<file path="src/rtl/jedec_bank_pkg.sv">
package jedec_bank_pkg;
  typedef enum logic [2:0] {
    ST_IDLE,
    ST_PREFIX,
    ST_MODEL_HI,
    ST_MODEL_LO,
    ST_PAD,
    ST_FINISHED
  } jbd_state_e;
endpackage

</file>
<file path="src/rtl/jbd_cont_counter.sv">
module jbd_cont_counter #(
  parameter int MAX_CONT = 5,
  localparam int CNT_W = $clog2(MAX_CONT + 1)
) (
  input  logic             clk,
  input  logic             clr,
  input  logic             inc,
  output logic [CNT_W-1:0] count,
  output logic             at_limit
);
  always_ff @(posedge clk) begin
    if (clr) count <= '0;
    else if (inc) count <= count + 1'b1;
  end

  assign at_limit = (count == CNT_W'(MAX_CONT));

  always_ff @(posedge clk) begin
    if (!clr) assert_cont_in_range_R6: assert (count <= CNT_W'(MAX_CONT))
      else $error("continuation count beyond limit");
  end
endmodule

</file>
<file path="src/rtl/jbd_byte_index.sv">
module jbd_byte_index #(
  parameter int RESP_LEN = 6,
  localparam int IDX_W = (RESP_LEN > 1) ? $clog2(RESP_LEN) : 1
) (
  input  logic clk,
  input  logic clr,
  input  logic inc,
  output logic last
);
  logic [IDX_W-1:0] idx;

  always_ff @(posedge clk) begin
    if (clr) idx <= '0;
    else if (inc && !last) idx <= idx + 1'b1;
  end

  assign last = (idx == IDX_W'(RESP_LEN - 1));

  always_ff @(posedge clk) begin
    if (!clr) assert_index_in_range_R5: assert (idx < IDX_W'(RESP_LEN))
      else $error("byte index beyond response length");
  end
endmodule

</file>
<file path="src/rtl/jbd_fields.sv">
module jbd_fields #(
  parameter int BYTE_W = 8
) (
  input  logic              clk,
  input  logic              clr,
  input  logic              cap_vendor,
  input  logic              cap_hi,
  input  logic              cap_lo,
  input  logic [BYTE_W-1:0] din,
  output logic [BYTE_W-1:0] vendor_q,
  output logic [BYTE_W-1:0] hi_q,
  output logic [BYTE_W-1:0] lo_q
);
  always_ff @(posedge clk) begin
    if (clr) begin
      vendor_q <= '0;
      hi_q     <= '0;
      lo_q     <= '0;
    end else begin
      if (cap_vendor) vendor_q <= din;
      if (cap_hi)     hi_q     <= din;
      if (cap_lo)     lo_q     <= din;
    end
  end
endmodule

</file>
<file path="src/rtl/jbd_ctrl.sv">
module jbd_ctrl
  import jedec_bank_pkg::*;
(
  input  logic clk,
  input  logic rst,
  input  logic start,
  input  logic byte_valid,
  input  logic is_cont,
  input  logic at_limit,
  input  logic last,
  output logic accept,
  output logic cnt_inc,
  output logic cap_vendor,
  output logic cap_hi,
  output logic cap_lo,
  output logic fin_ok,
  output logic fin_err
);
  jbd_state_e state, state_nx;

  always_comb begin
    state_nx   = state;
    accept     = 1'b0;
    cnt_inc    = 1'b0;
    cap_vendor = 1'b0;
    cap_hi     = 1'b0;
    cap_lo     = 1'b0;
    fin_ok     = 1'b0;
    fin_err    = 1'b0;
    if (byte_valid) begin
      unique case (state)
        ST_PREFIX: begin
          accept = 1'b1;
          if (is_cont) begin
            if (at_limit || last) begin
              fin_err  = 1'b1;
              state_nx = ST_FINISHED;
            end else begin
              cnt_inc = 1'b1;
            end
          end else begin
            cap_vendor = 1'b1;
            if (last) begin
              fin_err  = 1'b1;
              state_nx = ST_FINISHED;
            end else begin
              state_nx = ST_MODEL_HI;
            end
          end
        end
        ST_MODEL_HI: begin
          accept = 1'b1;
          cap_hi = 1'b1;
          if (last) begin
            fin_err  = 1'b1;
            state_nx = ST_FINISHED;
          end else begin
            state_nx = ST_MODEL_LO;
          end
        end
        ST_MODEL_LO: begin
          accept = 1'b1;
          cap_lo = 1'b1;
          if (last) begin
            fin_ok   = 1'b1;
            state_nx = ST_FINISHED;
          end else begin
            state_nx = ST_PAD;
          end
        end
        ST_PAD: begin
          accept = 1'b1;
          if (last) begin
            fin_ok   = 1'b1;
            state_nx = ST_FINISHED;
          end
        end
        default: ;
      endcase
    end
  end

  always_ff @(posedge clk) begin
    if (rst) state <= ST_IDLE;
    else if (start) state <= ST_PREFIX;
    else state <= state_nx;
  end

  assert_finish_once_R9: assert property (@(posedge clk) disable iff (rst)
    (state == ST_FINISHED && !start) |=> (state == ST_FINISHED))
    else $error("left finished state without start");
endmodule

</file>
<file path="src/rtl/jedec_bank_decoder.sv">
module jedec_bank_decoder #(
  parameter int BYTE_W    = 8,
  parameter int RESP_LEN  = 6,
  parameter int MAX_CONT  = 5,
  parameter logic [BYTE_W-1:0] CONT_CODE = 8'h7F,
  localparam int BANK_W = $clog2(MAX_CONT + 1)
) (
  input  logic                clk,
  input  logic                rst,
  input  logic                start,
  input  logic                byte_valid,
  input  logic [BYTE_W-1:0]   byte_data,
  output logic [BANK_W-1:0]   bank,
  output logic [BYTE_W-1:0]   mfr_id,
  output logic [2*BYTE_W-1:0] model,
  output logic                done,
  output logic                error
);
  logic clr;
  logic accept, cnt_inc, cap_vendor, cap_hi, cap_lo, fin_ok, fin_err;
  logic at_limit, last;
  logic [BANK_W-1:0] cont_cnt;
  logic [BYTE_W-1:0] vendor_q, hi_q, lo_q;

  assign clr = rst || start;

  jbd_ctrl u_ctrl (
    .clk        (clk),
    .rst        (rst),
    .start      (start),
    .byte_valid (byte_valid),
    .is_cont    (byte_data == CONT_CODE),
    .at_limit   (at_limit),
    .last       (last),
    .accept     (accept),
    .cnt_inc    (cnt_inc),
    .cap_vendor (cap_vendor),
    .cap_hi     (cap_hi),
    .cap_lo     (cap_lo),
    .fin_ok     (fin_ok),
    .fin_err    (fin_err)
  );

  jbd_cont_counter #(.MAX_CONT(MAX_CONT)) u_cont (
    .clk      (clk),
    .clr      (clr),
    .inc      (cnt_inc),
    .count    (cont_cnt),
    .at_limit (at_limit)
  );

  jbd_byte_index #(.RESP_LEN(RESP_LEN)) u_index (
    .clk  (clk),
    .clr  (clr),
    .inc  (accept),
    .last (last)
  );

  jbd_fields #(.BYTE_W(BYTE_W)) u_fields (
    .clk        (clk),
    .clr        (clr),
    .cap_vendor (cap_vendor),
    .cap_hi     (cap_hi),
    .cap_lo     (cap_lo),
    .din        (byte_data),
    .vendor_q   (vendor_q),
    .hi_q       (hi_q),
    .lo_q       (lo_q)
  );

  always_ff @(posedge clk) begin
    if (clr) begin
      bank   <= '0;
      mfr_id <= '0;
      model  <= '0;
      done   <= 1'b0;
      error  <= 1'b0;
    end else if (fin_ok) begin
      bank   <= cont_cnt;
      mfr_id <= vendor_q;
      model  <= {hi_q, (cap_lo ? byte_data : lo_q)};
      done   <= 1'b1;
      error  <= 1'b0;
    end else if (fin_err) begin
      bank   <= '0;
      mfr_id <= '0;
      model  <= '0;
      done   <= 1'b1;
      error  <= 1'b1;
    end
  end

  assert_error_has_done_R6: assert property (@(posedge clk) disable iff (rst)
    error |-> done) else $error("error without done");

  assert_error_zero_fields_R7: assert property (@(posedge clk) disable iff (rst)
    error |-> (bank == '0 && mfr_id == '0 && model == '0))
    else $error("rejected stream left result fields nonzero");

  assert_start_clears_R8: assert property (@(posedge clk) disable iff (rst)
    start |=> (!done && !error && bank == '0))
    else $error("start did not clear result");

  assert_hold_after_done_R9: assert property (@(posedge clk) disable iff (rst)
    (done && !start) |=> (done && $stable(model) && $stable(mfr_id) && $stable(bank)))
    else $error("result changed after done");
endmodule

</file>
<file path="config.mk">
export PLATFORM = sky130hd
export DESIGN_NAME = jedec_bank_decoder
export DESIGN_NICKNAME = d
export VERILOG_FILES = /design/src/rtl/jedec_bank_pkg.sv /design/src/rtl/jbd_cont_counter.sv /design/src/rtl/jbd_byte_index.sv /design/src/rtl/jbd_fields.sv /design/src/rtl/jbd_ctrl.sv /design/src/rtl/jedec_bank_decoder.sv
export SDC_FILE = /design/constraint.sdc
export NUM_CORES = 1
export LEC_CHECK = 0
export ABC_AREA = 1
export BUFFER_PORTS_ARGS = -buffer_cell sky130_fd_sc_hd__buf_2
export CAP_MARGIN = 20
export CORE_MARGIN = 4
export CORE_UTILIZATION = 57
export CTS_CLUSTER_DIAMETER = 80
export CTS_CLUSTER_SIZE = 28
export DETAILED_ROUTE_END_ITERATION = 8
export PLACE_DENSITY_LB_ADDON = 0.25
export SLEW_MARGIN = 5
export SYNTH_ARGS = -nofsm -noshare
export SYNTH_HDL_FRONTEND = slang
export SYNTH_SLANG_ARGS = --single-unit
export TNS_END_PERCENT = 50
</file>
<file path="constraint.sdc">
create_clock -name clk -period 1.9 [get_ports clk]
set_clock_uncertainty 0.1 [all_clocks]
set_input_delay 0.285 -clock clk [delete_from_list [all_inputs] [get_ports clk]]
set_output_delay 0.285 -clock clk [all_outputs]
set_load 0.01 [all_outputs]
</file>
==> flow_summary_export.csv <==
group,metric,value,unit
timing,relSlewSlack,0.757,
synth,syn_avg_cell_area,8.22,sq um
timing,fin_crit_sh,0.894,
critical_path,endpoint_kind,"register",
final_layout,drive_gt1_frac,0.311,
placement,dpl.hpwl,4.42,mm
floorplan,initial_core_util,0.599,
critical_path,critPathRequiredTime,2.04,ns
global_routing,grt_start_max_net_pins,29,
power_and_ir_drop,powerDensity,838,mW/mm^2
floorplan,die_w,79.2,um
final_layout,utilization,0.688,
drt,wl_per_cell,13.2,um
power_and_ir_drop,p_comb_frac,0.058,
synth,synth_top_cell_area_share,0.430,
critical_path,cp_max_fo,4,
timing,worst_slew_pin_slew,0.365,ns
synth,syn_inst,351,
drt,ant_nets,0,
power_and_ir_drop,p_clk_frac,0.463,
drt,viasPerCell,5.15,
critical_path,arrival,1.84,ns
power_and_ir_drop,switching_share,0.222,
final_layout,n_antenna_cell,0,
global_routing,grt_usage,0.219,
clock_tree,clkLatencyLatePin,0.34,ns
final_layout,final_common_cell,"nand2_1",
drt,vias,2400,
placement,place.port_buffers,40,
timing,finalWorstSetupSlack,0.201,ns
critical_path,max_stage_delay,0.39,ns
floorplan,die_area,0.00627,sq mm
placement,pre_cts_ws,0.207,ns
clock_tree,clk_pin_slew,0.07,ns
critical_path,worst-setup-path-type,"register to register",
run,cap_violations,0,
timing,fmax,0.589,GHz
final_layout,area_delta_synth_final,14.8,%
timing,hold_viol_final,0,
power_and_ir_drop,power_frac_seq,0.479,
critical_path,cp_common_cell,"nand2_1",
critical_path,cp_num_buf_inv,1,
power_and_ir_drop,leakage,0.00133,uW
global_routing,grt_pass1_vias,2272,
floorplan,rows,25,
final_layout,fillers,440,
clock_tree,htreeDepth,3,
clock_tree,numCtsBuffers,9,
final_layout,final_area,0.00331,sq mm
synth,synthDistinctLibCells,32,
timing,finalSetupViolCount,0,
drt,post-route-drc-count,0,
critical_path,critPathTopFamily,"simple AND/OR/NAND/NOR gates",
floorplan,ioPinCount,41,
synth,yosysTopAreaCell,"dfxtp_1",
final_layout,seqCellArea,0.00124,sq mm
floorplan,core-area,0.00482,sq mm
placement,placed_area,0.00309,sq mm
power_and_ir_drop,internal_power,2160,uW
synth,synth-seq-area-share,0.430,
timing,maxSlewViolCount,0,
clock_tree,cts_tree,"yes",
clock_tree,cts_hold_buffers,0,
final_layout,multiInputGateArea,0.00137,sq mm
floorplan,die_height,79.2,um
min_path,hold_class,"primary input to register",
drt,initialDrtViolationCount,119,
power_and_ir_drop,vdd_drop_max,0.623,mV
drt,drt_pre_antenna_iters,4,
clock_tree,cts-root-buf,"clkbuf_8",
synth,synth_seq_cells,62,
critical_path,cp_cell_sequence,"inv_1, ha_1, nand2_1, nand2_1, nor2_1, nand3_1, nor2_1, nand2_1, nand2_1, nor2_1",
synth,synth_nets,367,
clock_tree,cts_setup_buffers,0,
final_layout,layout.nets,411,
clock_tree,clock-sinks,62,
drt,routed_wl,6.15,mm
synth,netlist_area,0.00289,sq mm
timing,totalNegativeSetupSlack,0,ns
timing,rsz0062_at_grt,"no",
critical_path,start_kind,"register",
synth,ys_warn_count,0,
synth,yosys-top-cells-area,"dfxtp_1 43%, nand2_1 8.5%, nand3_2 7.3%",
global_routing,antenna_found_initial,0,
placement,globalplace.congestion,0.985,
final_layout,final_cell_mix,"65 x nand2_1, 62 x dfxtp_1, 51 x nor2_1, 40 x buf_2, 25 x inv_1",
critical_path,cp_slowest_cell,"dfxtp_1",
clock_tree,cts_buffer_depth,2,
power_and_ir_drop,power_switching,616,uW
run_status,status,"completed",
global_routing,grt_pass1_wl,10.6,mm
timing,layout_min_cycle_time,1.70,ns
global_routing,grt-ovfl-total,0,
## state kept, by name, summed over array words and instances (netlist names)
signal	count
bank	3
done	1
error	1
mfr_id	8
model	16
u_cont.count	3
u_ctrl.state	3
u_fields.hi_q	8
u_fields.lo_q	8
u_fields.vendor_q	8
u_index.idx	3
## Yosys cell counts
library cell,count
o21bai_1,1
and2_1,1
inv_4,1
buf_12,1
o21ai_0,18
nor3_1,1
buf_4,2
ha_1,4
nand4_1,4
nand4_4,1
a21oi_4,1
nor2_2,2
a21oi_2,21
dfxtp_1,62
nand3_4,2
o21ai_1,1
clkbuf_1,3
dlymetal6s2s_1,1
xor2_1,2
nand2_2,3
nand3_2,21
nor2_1,51
nand3b_1,1
buf_6,6
buf_2,2
nand2_1,65
buf_8,1
o21a_1,8
a21oi_1,15
inv_1,25
nand3_1,17
inv_2,7
## cells by family (layout without fill, tap and decap cells)
group / Yosys count / count (layout) / synth area share
AND/OR/NAND/NOR: 169 / 169 / 0.299
AO/OA/AOI/OAI: 65 / 65 / 0.152
flip-flops: 62 / 62 / 0.430
buffers and inverters: 49 / 97 / 0.0962
adder cells (fa/ha/maj): 4 / 4 / 0.0173
XOR/XNOR: 2 / 2 / 0.00607
## worst paths after layout
| check | startpoint | to | slack [ns] | depth (start not counted) |
|---|---|---|---|---|
| worst min register to register | error$_SDFFE_PP0P_ | error$_SDFFE_PP0P_ | 0.37 | 2 |
| worst max register to register | u_cont.count[1]$_SDFFE_PP0P_ | u_cont.count[0]$_SDFFE_PP0P_ | 0.20 | 10 |
| worst max-delay path | u_cont.count[1]$_SDFFE_PP0P_ | u_cont.count[0]$_SDFFE_PP0P_ | 0.20 | 10 |
| worst min-delay path | rst | u_ctrl.state[0]$_SDFFE_PP0P_ | 0.1 | 4 |
## power by group through the flow
stage                     clock (uW)  combinational, uW  sequential [uW]
after global placement             0                157             1360
after global routing            1370                181             1330
after detailed placement           0                158             1360
final                           1290                161             1330
after CTS                       1310                160             1330
after floorplan                    0                116             1350
## tightest hold or removal path: stages
cell     delay [ns]
buf_2          0.09
inv_1          0.04
nand2_1        0.05
nor2_1         0.03
## metrics by stage
stage,power (uW),hold WS (ns),cells
floorplan,1470,0.328,351
global placement,1510,0.348,451
detailed placement,1520,0.357,451
CTS,2800,0.0875,466
global route,2880,0.119,466
finish,2780,0.0960,466
## layout make-up
cell class | instances | area share
Clock buffer | 11 | 0.0457
Clock inverter | 4 | 0.0211
Inverter | 33 | 0.0381
Multi-Input combinational cell | 240 | 0.414
Sequential cell | 62 | 0.375
Tap cell | 67 | 0.0253
Timing Repair Buffer | 49 | 0.0808
## per-layer routing
metal,part of all wire,global-route usage
met1,0.43,0.261
met2,0.48,0.363
met3,0.071,0.0703
met4,0.018,0.0928
met5,0,0
## timing repair
action                                 CTS  global route
endpoints found under the hold margin    0             0
gates resized for setup                  0             1
setup endpoints to repair                0             3
(Power assumes the default switching activity.)
